## config.mk

```make
export PLATFORM = sky130hd
export DESIGN_NAME = i2c_reg_target
export DESIGN_NICKNAME = d
export VERILOG_FILES = /design/src/rtl/i2c_tgt_pkg.sv /design/src/rtl/i2c_line_filter.sv /design/src/rtl/i2c_cond_detect.sv /design/src/rtl/i2c_reg_target.sv
export SDC_FILE = /design/constraint.sdc
export NUM_CORES = 1
export LEC_CHECK = 0
export ABC_AREA = 1
export CAP_MARGIN = 5
export CORE_MARGIN = 1
export CORE_UTILIZATION = 50
export CTS_CLUSTER_DIAMETER = 150
export CTS_CLUSTER_SIZE = 25
export DETAILED_ROUTE_END_ITERATION = 12
export PLACE_DENSITY_LB_ADDON = 0.25
export SYNTH_ARGS = -nofsm -noshare
export SYNTH_HDL_FRONTEND = slang
export SYNTH_HIERARCHICAL = 1
export SYNTH_SLANG_ARGS = --single-unit
export TNS_END_PERCENT = 1
```

## constraint.sdc

```tcl
create_clock -name clk -period 3.8 [get_ports clk]
set_input_delay 0.38 -clock clk [delete_from_list [all_inputs] [get_ports clk]]
set_output_delay 0.38 -clock clk [all_outputs]
set_load 0.01 [all_outputs]
```

## src/rtl/i2c_tgt_pkg.sv

```systemverilog
package i2c_tgt_pkg;

  localparam int BYTE_W = 8;

  typedef enum logic [2:0] {
    ST_IDLE,
    ST_RX,
    ST_ACK,
    ST_TX,
    ST_MACK,
    ST_IGN
  } tgt_state_e;

  // strap pair to 7-bit device address (non-sequential mapping)
  function automatic logic [6:0] strap_addr(input logic sa1, input logic sa0);
    logic [6:0] a;
    case ({sa1, sa0})
      2'b00:   a = 7'h1E;
      2'b01:   a = 7'h1D;
      2'b10:   a = 7'h1C;
      default: a = 7'h1F;
    endcase
    return a;
  endfunction

endpackage

```

## src/rtl/i2c_line_filter.sv

```systemverilog
module i2c_line_filter #(
  parameter int FILT = 4,
  localparam int CW = $clog2(FILT + 1)
) (
  input  logic clk,
  input  logic rst_n,
  input  logic line_i,
  output logic line_o
);

  logic [1:0]    sync_q;
  logic [CW-1:0] cnt_q;
  logic          out_q;

  always_ff @(posedge clk or negedge rst_n) begin
    if (!rst_n) begin
      sync_q <= 2'b11;
      cnt_q  <= '0;
      out_q  <= 1'b1;
    end else begin
      sync_q <= {sync_q[0], line_i};
      if (sync_q[1] == out_q) begin
        cnt_q <= '0;
      end else if (cnt_q == CW'(FILT - 1)) begin
        out_q <= sync_q[1];
        cnt_q <= '0;
      end else begin
        cnt_q <= cnt_q + CW'(1);
      end
    end
  end

  assign line_o = out_q;


  filt_follow_chk: assert property (@(posedge clk) disable iff (!rst_n)
    !$stable(out_q) |-> ($past(sync_q[1]) == out_q));

endmodule

```

## src/rtl/i2c_cond_detect.sv

```systemverilog
module i2c_cond_detect (
  input  logic clk,
  input  logic rst_n,
  input  logic scl_f,
  input  logic sda_f,
  output logic scl_rise,
  output logic scl_fall,
  output logic start_det,
  output logic stop_det
);

  logic scl_q, sda_q;

  always_ff @(posedge clk or negedge rst_n) begin
    if (!rst_n) begin
      scl_q <= 1'b1;
      sda_q <= 1'b1;
    end else begin
      scl_q <= scl_f;
      sda_q <= sda_f;
    end
  end

  assign scl_rise  = scl_f & ~scl_q;
  assign scl_fall  = ~scl_f & scl_q;
  assign start_det = scl_f & scl_q & sda_q & ~sda_f;
  assign stop_det  = scl_f & scl_q & ~sda_q & sda_f;

endmodule

```

## src/rtl/i2c_reg_target.sv

```systemverilog
module i2c_reg_target
  import i2c_tgt_pkg::*;
#(
  parameter int REG_AW   = 4,
  parameter int FILT_LEN = 4
) (
  input  logic              clk,
  input  logic              rst_n,
  input  logic              scl_i,
  input  logic              sda_i,
  output logic              sda_oe,
  input  logic              strap_sa1,
  input  logic              strap_sa0,
  output logic [REG_AW-1:0] reg_addr,
  output logic [7:0]        reg_wdata,
  output logic              reg_we,
  input  logic [7:0]        reg_rdata
);

  localparam int LINES = 2;

  logic [LINES-1:0] raw_lines, filt_lines;
  logic scl_f, sda_f;
  logic scl_rise, scl_fall, start_det, stop_det;

  assign raw_lines = {scl_i, sda_i};

  for (genvar g = 0; g < LINES; g++) begin : g_filt
    i2c_line_filter #(.FILT(FILT_LEN)) u_filt (
      .clk    (clk),
      .rst_n  (rst_n),
      .line_i (raw_lines[g]),
      .line_o (filt_lines[g])
    );
  end

  assign scl_f = filt_lines[1];
  assign sda_f = filt_lines[0];

  i2c_cond_detect u_cond (
    .clk       (clk),
    .rst_n     (rst_n),
    .scl_f     (scl_f),
    .sda_f     (sda_f),
    .scl_rise  (scl_rise),
    .scl_fall  (scl_fall),
    .start_det (start_det),
    .stop_det  (stop_det)
  );

  tgt_state_e          state_q;
  logic [3:0]          cnt_q;
  logic [BYTE_W-1:0]   shreg_q, txsh_q;
  logic [REG_AW-1:0]   ptr_q;
  logic                rw_q, addr_phase_q, ptr_phase_q, nack_q;

  logic [6:0] dev_addr;
  logic       addr_match, byte_done, wr_fire, tx_done;

  assign dev_addr   = strap_addr(strap_sa1, strap_sa0);
  assign addr_match = (shreg_q[7:1] == dev_addr);
  assign byte_done  = (state_q == ST_RX) && scl_fall && (cnt_q == 4'd8);
  assign wr_fire    = byte_done && !addr_phase_q && !ptr_phase_q;
  assign tx_done    = (state_q == ST_TX) && scl_fall && (cnt_q == 4'd7);

  assign reg_addr  = ptr_q;
  assign reg_wdata = shreg_q;
  assign reg_we    = wr_fire;
  assign sda_oe    = (state_q == ST_ACK) || ((state_q == ST_TX) && !txsh_q[7]);

  always_ff @(posedge clk or negedge rst_n) begin
    if (!rst_n) begin
      state_q      <= ST_IDLE;
      cnt_q        <= '0;
      shreg_q      <= '0;
      txsh_q       <= '1;
      ptr_q        <= '0;
      rw_q         <= 1'b0;
      addr_phase_q <= 1'b0;
      ptr_phase_q  <= 1'b0;
      nack_q       <= 1'b0;
    end else if (start_det) begin
      state_q      <= ST_RX;
      cnt_q        <= '0;
      addr_phase_q <= 1'b1;
      ptr_phase_q  <= 1'b0;
    end else if (stop_det) begin
      state_q      <= ST_IDLE;
      addr_phase_q <= 1'b0;
      ptr_phase_q  <= 1'b0;
    end else begin
      case (state_q)
        ST_RX: begin
          if (scl_rise && cnt_q != 4'd8) begin
            shreg_q <= {shreg_q[6:0], sda_f};
            cnt_q   <= cnt_q + 4'd1;
          end else if (byte_done) begin
            if (addr_phase_q) begin
              if (addr_match) begin
                rw_q         <= shreg_q[0];
                ptr_phase_q  <= !shreg_q[0];
                addr_phase_q <= 1'b0;
                state_q      <= ST_ACK;
              end else begin
                state_q <= ST_IGN;
              end
            end else begin
              if (ptr_phase_q) begin
                ptr_q       <= shreg_q[REG_AW-1:0];
                ptr_phase_q <= 1'b0;
              end else begin
                ptr_q <= ptr_q + REG_AW'(1);
              end
              state_q <= ST_ACK;
            end
          end
        end
        ST_ACK: begin
          if (scl_fall) begin
            cnt_q <= '0;
            if (rw_q) begin
              txsh_q  <= reg_rdata;
              state_q <= ST_TX;
            end else begin
              state_q <= ST_RX;
            end
          end
        end
        ST_TX: begin
          if (tx_done) begin
            ptr_q   <= ptr_q + REG_AW'(1);
            txsh_q  <= '1;
            state_q <= ST_MACK;
          end else if (scl_fall) begin
            txsh_q <= {txsh_q[6:0], 1'b1};
            cnt_q  <= cnt_q + 4'd1;
          end
        end
        ST_MACK: begin
          if (scl_rise) begin
            nack_q <= sda_f;
          end else if (scl_fall) begin
            if (nack_q) begin
              state_q <= ST_IGN;
            end else begin
              txsh_q  <= reg_rdata;
              cnt_q   <= '0;
              state_q <= ST_TX;
            end
          end
        end
        default: state_q <= state_q;
      endcase
    end
  end


  oe_low_phase_chk: assert property (@(posedge clk) disable iff (!rst_n)
    !$stable(sda_oe) |-> (!scl_f || $past(start_det) || $past(stop_det)));


  ptr_step_chk: assert property (@(posedge clk) disable iff (!rst_n)
    (wr_fire || tx_done) && !start_det && !stop_det |=> (ptr_q == $past(ptr_q) + REG_AW'(1)));


  stop_idle_chk: assert property (@(posedge clk) disable iff (!rst_n)
    (stop_det && !start_det) |=> (state_q == ST_IDLE));


  ign_quiet_chk: assert property (@(posedge clk) disable iff (!rst_n)
    (state_q == ST_IGN && !start_det) |=> (!sda_oe && !reg_we));


  ack_addr_chk: assert property (@(posedge clk) disable iff (!rst_n)
    (state_q == ST_ACK) && ($past(state_q) == ST_RX) && $past(addr_phase_q) |-> $past(addr_match));

endmodule

```

# Yosys cells after proc, flatten, opt, wreduce, memory -nomap -nowiden
# Index checks and enable logic that the tools add are counted.
# op_classes
n_lt_le_gt_ge,0
n_addsub,4
reduce_logical,31
bitwise_logic,16
eq_ne,40
div,0
n_shift,0
multipliers,0
n_mux,56
# ops
operator,n
$mux 4,14
$mux 8,7
$mux 3,15
$ne 4x4->1 const B,7
$ne 3x3->1 const B,8
$pmux 8 s3,1
$reduce_and 7->1,3
$ne 2x2->1 const B,10
$reduce_and 9->1,2
$pmux 4 s4,1
$mux 1,14
$eq 3x2->1 const B,4
$pmux 3 s4,1
$reduce_and 4->1,3
$not 1->1,9
$reduce_bool 3->1,3
$add 4x1->4 const B,2
$logic_and 1x1->1,8
$pmux 4 s2,1
$and 1x1->1,7
$eq 7x7->1,1
$add 3x1->3 const B,2
$pmux 2 s3,1
$reduce_bool 6->1,1
other kinds (17),22
# totals
in_bits,14
ff_bits,45
latch_bits,0
mem_bits_rw,0
mem_bits_ro,0
mem_count,0
wordCells,164

# Longest topological paths before layout
# Gate-level depths: netlist (run 1).
# depth
ltp_word,10
depth_mapped,11

# By module
# Netlist (run 1), hierarchy kept.
# modules_own_cells
module,n_inst,cells_per_inst,area_per_inst_um2,seq_area_each_um2
i2c_reg_target,1,235,1840.5,785.8
i2c_line_filter,2,25,242.7,153.9
i2c_cond_detect,1,13,93.8,52.6

# Worst setup path before layout (run 1)
# OpenSTA, ideal clock, no wires.
# synth_path
path_type,register to register
startpoint,register g_filt[1].u_filt.out_q
endpoint,register state_q[2]
arrival_ns,1.644
period_less_slack_ns,1.761
setup_slack_ns,2.039
path_buffers,1
path_stages_with_launch,11
path_cell_list,dfstp_2 > nand2_1 > nor2_1 > nor2_1 > buf_4 > nand3_1 > nand2_1 > a21oi_4 > inv_2 > nand2_1 > nand2_1
# synth_rtl
element,line,rtl
start: declaration,i2c_line_filter.sv:13,logic out_q;
start signal: assignment,i2c_line_filter.sv:25,out_q <= sync_q[1];
$and 1x1->1 * (3 in series),i2c_cond_detect.sv:26,assign start_det = scl_f & scl_q & sda_q & ~sda_f;
net start_det,i2c_reg_target.sv:24,"logic scl_rise, scl_fall, start_det, stop_det;"
$ne 4x4->1 (no line) / $reduce_bool 6->1 (equally long branches),--,
$reduce_and 7->1 (no line),--,
end signal: assignment,i2c_reg_target.sv:152,default: state_q <= state_q;
end: declaration,i2c_reg_target.sv:51,tgt_state_e state_q;
# The timed path passes the listed nets; every way through them passes the cells marked *.
# A chain may end at the register's enable or synchronous reset.

# Final worst setup path (run 1)
# layout_path
startpoint,register u_cond.scl_q
endpoint,output port reg_we
# layout_via
elab_chain_len,5
# layout_lines
element,line,rtl
start: declaration,i2c_cond_detect.sv:12,"logic scl_q, sda_q;"
start signal: assignment,i2c_cond_detect.sv:19,scl_q <= scl_f;
$and 1x1->1,i2c_cond_detect.sv:25,assign scl_fall = ~scl_f & scl_q;
net scl_fall,i2c_reg_target.sv:24,
$logic_and 1x1->1 (2 in series),i2c_reg_target.sv:62,assign byte_done = (state_q == ST_RX) && scl_fall && (cnt_q == 4'd8);
$logic_and 1x1->1 (2 in series),i2c_reg_target.sv:63,assign wr_fire = byte_done && !addr_phase_q && !ptr_phase_q;
end: declaration,i2c_reg_target.sv:16,"output logic reg_we,"
# The timed path passes the listed nets, and every way through them passes these cells.

==> results of run 1 <==
## per-layer routing
metal	vias up	track usage (%)	wire, µm
met3	2	4.50	225
met1	879	29.3	2220
li1	1015	-	-
met5	-	0	0
met4	0	5.23	16
met2	45	30.9	2060
## power groups by stage
| stage | sequential, mW | combinational (mW) | clock (mW) |
|---|---|---|---|
| 2_1_floorplan | 0.835 | 0.809 | 0 |
| 3_3_place_gp | 0.847 | 1.03 | 0 |
| 3_5_place_dp | 0.849 | 1.05 | 0 |
| 4_1_cts | 0.842 | 1.05 | 0.361 |
| 5_1_grt | 0.871 | 1.21 | 0.376 |
| 6_report | 0.844 | 1.05 | 0.349 |
## worst max-delay path, cell delays in order (launching register included)
cell and delay [ns]:
dfstp_2 0.55, inv_1 0.04, nor2_1 0.16, nand4_1 0.15, nor2_1 0.19, inv_1 0.11
nor3_1 0.17, clkdlybuf4s50_1 0.57
## logic make-up (layout without fill, tap and decap cells)
family / after synthesis / count (layout) / share of synthesized area, %
muxes: 1 / 1 / 0.465
AOI/OAI and AO/OA: 43 / 43 / 11.5
buffers and inverters: 50 / 81 / 8.58
xor gates and xnor gates: 2 / 2 / 0.724
DFF: 45 / 45 / 47.4
adders and majority gates: 5 / 5 / 2.59
and+or+nand+nor: 152 / 152 / 28.8
## sequential cells by signal, indices dropped and copies added, names as in the netlist
signal,count
u_cond/sda_q,1
nack_q,1
rw_q,1
reg_addr,4
u_cond/scl_q,1
addr_phase_q,1
txsh_q,8
reg_wdata,8
g_filt.u_filt/line_o,2
g_filt.u_filt/sync_q,4
g_filt.u_filt/cnt_q,6
ptr_phase_q,1
state_q,3
cnt_q,4
## path summary, 6_finish.rpt
| kind | startpoint | end | slack [ns] | cells after the start |
|---|---|---|---|---|
| max in group asynchronous | rst_n | ptr_phase_q | 2.97 | 1 |
| hold / removal | rst_n | g_filt[0].u_filt/cnt_q[0] | 0.23 | 1 |
| min in group clk | g_filt[1].u_filt/sync_q[0] | g_filt[1].u_filt/sync_q[1] | 0.36 | 0 |
| hold reg to reg | g_filt[1].u_filt/sync_q[0] | g_filt[1].u_filt/sync_q[1] | 0.36 | 0 |
| setup / recovery | u_cond/scl_q | reg_we | 1.19 | 7 |
| setup reg to reg | g_filt[0].u_filt/line_o | reg_wdata[5] | 1.47 | 6 |
## synth_stat cells
cell,n
nand2_1,81
inv_1,37
dfrtp_1,29
nor2_1,25
nand3_1,23
dfstp_2,16
inv_2,9
o21ai_0,9
o21ai_2,8
o22ai_1,8
nand2_2,7
o21ai_1,7
a21oi_1,6
ha_1,5
nand3_2,4
nor2_2,3
buf_6,2
nand4_1,2
nor3_1,2
a21oi_4,1
a31oi_1,1
buf_2,1
buf_4,1
mux2_2,1
nand2_4,1
nand4_2,1
nand4_4,1
nor3b_1,1
nor4_1,1
o211a_1,1
o21bai_1,1
o31ai_1,1
xnor2_1,1
xor2_1,1
## cell usage in the layout (no fill, tap or decap)
master	n
o21bai_1	1
clkbuf_8	5
o21ai_1	7
nor3_1	2
clkinv_2	1
nor2_1	25
nand4_2	1
a21oi_4	1
clkdlybuf4s50_1	26
xnor2_1	1
bufinv_16	1
nor4_1	1
nor2_2	3
o21ai_2	8
dfrtp_1	29
ha_1	5
nand4_1	2
buf_2	1
o22ai_1	8
nand3_2	4
inv_2	9
mux2_2	1
nand2_2	7
a31oi_1	1
inv_1	37
dfstp_2	16
nand2_1	81
nand4_4	1
clkbuf_1	1
a21oi_1	6
o21ai_0	9
xor2_1	1
nand3_1	23
o31ai_1	1
nand2_4	1
nor3b_1	1
o211a_1	1
## through the flow
stage | hold WS (ns) | instance area [µm²] | util [%]
after floorplan | 0.0844 | 2420 | -
after global placement | 0.346 | 2720 | 60.3
after detailed placement | 0.350 | 2720 | 60.3
after CTS | 0.268 | 2820 | 62.7
after global routing | 0.316 | 2820 | 62.7
final | 0.234 | 2820 | 62.7
## final cells by class
class,count,area share (%)
clock buffer,6,2.57
clock inverter,2,1.24
timing repair buffer,27,9.40
inverter,46,6.12
sequential,45,40.6
tap,52,2.30
multi-input combinational,203,37.8
==> impl_metrics.py, run 1 <==
metrics = {
    "timing": {
        "setup_viol_count_final": 0,
        "grt_setup_unrepaired": "no",
        "worstMarginPinSlew_ns": 0.955,
        "final-hold-violation-count": 0,
        "setup_slack_ns": 1.19,
        "max_slew_margin_pct": 36.4,
        "slew_violations": 0,
        "layout_min_cycle_time_ns": 2.61,
        "post-route-period-util_pct": 68.6,
        "finalSetupTns_ns": 0,
        "fmax_ghz": 0.384,
        "fin_skew_ns": 0.00308,
    },
    "cts": {
        "clockBufferDepth": 2,
        "clk_latency_ns": 0.29,
        "h-tree-depth": 2,
        "post_cts_buffers": 0,
        "root_buffer": "clkbuf_8",
        "cts_resized": 0,
        "numCtsBuffers": 5,
        "cts_tree": "yes",
        "clk_pin_slew_ns": 0.08,
        "cts.sinks": 45,
        "cts_hold_buf": 0,
    },
    "drt": {
        "vias_per_cell": 5.09,
        "num_vias": 1941,
        "first_pass_iters": 4,
        "ant_nets": 0,
        "wl_mm": 4.52,
        "dr.first_iter.drc_count": 145,
        "drc": 0,
        "post_drt_wl_per_cell_um": 11.9,
    },
    "yosys": {
        "syn-cell-area_um2": 2420,
        "yosysSeqAreaShare_pct": 47.4,
        "synthDistinctLibCells": 34,
        "synth_nets": 317,
        "syn_area_per_cell_um2": 8.12,
        "synth-seq-cells": 45,
        "synthCells": 298,
        "synth_top_area_share_pct": 30.0,
        "synth.area.top_cells": "dfrtp_1 30%, dfstp_2 17%, nand2_1 13%, inv_1 5.7%, nand3_1 4.8%",
        "yosys_warnings": 6,
        "synth_top_cell_by_area": "dfrtp_1",
    },
    "power_and_ir_drop": {
        "power.total_mw": 2.25,
        "clkPwrFrac_pct": 15.5,
        "leakagePower_nw": 1.32,
        "power.density_nw_per_um2": 795,
        "power.switching_mw": 0.938,
        "combinationalPowerShare_pct": 46.9,
        "intPower_mw": 1.31,
        "swShare_pct": 41.8,
        "worst_ir_drop_vdd_v": 0.000489,
        "p_seq_share_pct": 37.6,
    },
    "placed_design": {
        "portBuffers": 27,
        "gp_congestion": 0.869,
        "pre_cts_ws_ns": 1.51,
        "dp.cells": 373,
        "dp_hpwl_mm": 3.36,
    },
    "status": {
        "status": "complete, no violations",
    },
    "run": {
        "drv_cap": 0,
    },
    "worst_setup_path": {
        "arrival_ns": 2.23,
        "cp.required_ns": 3.42,
        "end_kind": "output port",
        "crit_fanout": 3,
        "setup.worst_path.start_class": "register",
        "worstSetupPathType": "register to output port",
    },
    "global_routing": {
        "grt_max_degree": 46,
        "grt_pass1_vias": 1787,
        "overflow": 0,
        "grt.total_usage_pct": 20.2,
        "grt_pass1_wl_mm": 8.16,
        "antenna_found_initial": 0,
    },
    "cells_and_area": {
        "multiInputGateArea_um2": 1070,
        "stdcell_count": 381,
        "area_growth_pct": 16.6,
        "num_antenna_cells": 0,
        "final_nets": 347,
        "ff_latch_area_um2": 1150,
        "fillCellCount": 398,
        "drive_gt1_share_pct": 18.2,
    },
    "floorplan": {
        "dieArea_um2": 5120,
        "core_um2": 4500,
        "ios": 28,
        "die_y_um": 71.6,
        "die_w_um": 71.6,
        "rows": 24,
        "start_util_pct": 53.7,
    },
    "min_path": {
        "min_path_type": "input pin to asynchronous set/reset pin",
    },
}
Power figures use the tool's default switching activity.
==> run 2, diff against run 1 <==
==> constraint.sdc (replaced) <==
create_clock -name clk -period 2.38 [get_ports clk]
set_input_delay 0.238 -clock clk [delete_from_list [all_inputs] [get_ports clk]]
set_output_delay 0.238 -clock clk [all_outputs]
set_load 0.01 [all_outputs]
==> run 2 against run 1 <==
Compared with the run above:
- total power increased by 62%
- clock skew increased by 0.0045 ns
- routed wire length decreased by 0.44%
- first-iteration DRC count decreased by 40%
- combinational power increased by 63%
- clock-buffer cell count increased by 1
- largest power group unchanged
==> impl_metrics.py, run 2 (synthesis results as in run 1) <==
metrics = {
    "status": {
        "status": "complete, no violations",
    },
    "floorplan": {
        "die_w_um": 71.6,
        "rows": 24,
        "core_um2": 4500,
        "dieArea_um2": 5120,
        "start_util_pct": 53.7,
        "die_y_um": 71.6,
        "ios": 28,
    },
    "cts": {
        "root_buffer": "clkbuf_8",
        "clockBufferDepth": 2,
        "cts_resized": 2,
        "cts_hold_buf": 0,
        "cts.sinks": 45,
        "clk_pin_slew_ns": 0.08,
        "clk_latency_ns": 0.30,
        "post_cts_buffers": 0,
        "cts_tree": "yes",
        "numCtsBuffers": 5,
        "h-tree-depth": 2,
    },
    "drt": {
        "first_pass_iters": 4,
        "post_drt_wl_per_cell_um": 11.7,
        "drc": 0,
        "dr.first_iter.drc_count": 87,
        "ant_nets": 0,
        "num_vias": 1996,
        "wl_mm": 4.50,
        "vias_per_cell": 5.17,
    },
    "timing": {
        "worstMarginPinSlew_ns": 0.555,
        "setup_viol_count_final": 0,
        "grt_setup_unrepaired": "no",
        "fmax_ghz": 0.475,
        "layout_min_cycle_time_ns": 2.10,
        "fin_skew_ns": 0.00761,
        "max_slew_margin_pct": 63.0,
        "slew_violations": 0,
        "final-hold-violation-count": 0,
        "post-route-period-util_pct": 88.4,
        "holdWs_ns": 0.00363,
        "finalSetupTns_ns": 0,
    },
    "min_path": {
        "min_path_type": "input pin to asynchronous set/reset pin",
    },
    "global_routing": {
        "grt_max_degree": 46,
        "antenna_found_initial": 0,
        "grt.total_usage_pct": 20.9,
        "grt_pass1_wl_mm": 8.40,
        "overflow": 0,
        "grt_pass1_vias": 1918,
    },
    "worst_setup_path": {
        "crit_fanout": 3,
        "setup.worst_path.start_class": "register",
        "crit_chain": "inv_1 > nor2_1 > nand4_1 > nor2_2 > inv_1 > nor3_1 > dlygate4sd2_1",
        "end_kind": "output port",
        "cp.required_ns": 2.14,
        "worst-path-stages": 7,
        "r2r_slack_ns": 0.43,
        "critPathSlowestCell": "dfstp_2",
        "reg2reg_depth": 10,
        "timing.critical_path.mode_cell": "inv_1",
        "critPathBufInv": 3,
        "critPathTopFamily": "simple AND/OR/NAND/NOR gates",
        "slowest_delay_ns": 0.55,
        "arrival_ns": 1.87,
        "worstSetupPathType": "register to output port",
    },
    "placed_design": {
        "dp_hpwl_mm": 3.36,
        "post_dp_cell_area_um2": 2750,
        "gp_congestion": 0.887,
        "portBuffers": 27,
    },
    "cells_and_area": {
        "area_growth_pct": 18.6,
        "multiInputGateArea_um2": 1070,
        "layout_commonest_cell": "nand2_1",
        "post-route-cell-area_um2": 2870,
        "num_antenna_cells": 0,
        "ff_latch_area_um2": 1150,
        "final_cell_mix": "81 x nand2_1, 37 x inv_1, 29 x dfrtp_1, 25 x clkdlybuf4s50_1, 24 x nor2_1",
        "drive_gt1_share_pct": 19.8,
        "fillCellCount": 396,
        "final_nets": 352,
    },
    "run": {
        "drv_cap": 0,
    },
    "power_and_ir_drop": {
        "power.density_nw_per_um2": 1270,
        "leakagePower_nw": 1.36,
        "worst_ir_drop_vdd_v": 0.000566,
    },
}
## run 2: layer usage
layer	GRT usage, %	wire [µm]	vias to the layer above
met5	0	0	-
met4	6.54	79	0
met3	4.78	186	8
met2	33.4	2080	38
met1	28.7	2150	924
li1	-	-	1026
## run 2: stage by stage
stage / util (%) / cells / total power, mW / setup slack, ns
final: 63.7 / 386 / 3.64 / 0.275
after global routing: 63.7 / 386 / 4.00 / 0.0602
after CTS: 63.7 / 386 / 3.68 / 0.266
after detailed placement: 61.1 / 378 / 3.06 / 0.294
after global placement: 61.1 / 378 / 3.01 / 0.361
after floorplan: - / 298 / 2.63 / 0.619
## run 2: final cells by class
cell class,instances,area share [%]
Clock buffer,7,3.01
Clock inverter,1,1.05
Inverter,46,6.02
Multi-Input combinational cell,203,37.2
Sequential cell,45,39.9
Tap cell,52,2.27
Timing Repair Buffer,32,10.5
## run 2: path summary, 6_finish.rpt
path                                             from                          to
setup / recovery                         u_cond/scl_q                      reg_we
hold / removal                                  rst_n   g_filt[1].u_filt/cnt_q[2]
setup reg to reg              g_filt[1].u_filt/line_o                  state_q[2]
hold reg to reg            g_filt[1].u_filt/sync_q[0]  g_filt[1].u_filt/sync_q[1]
max in group asynchronous                       rst_n                   txsh_q[1]
min in group clk                                scl_i  g_filt[1].u_filt/sync_q[0]
## run 2: worst reg2reg max path, delay by kind of cell, from the launching register on
family | cells | cell delay [ns]
buffers and inverters | 2 | 0.25
AND/OR/NAND/NOR | 7 | 0.83
AO/OA/AOI/OAI | 1 | 0.16
flip-flops | 1 | 0.60
## run 2: power breakdown
group / internal, mW / switching, mW
combinational: 0.685 / 1.02
sequential: 1.11 / 0.232
clock: 0.342 / 0.253
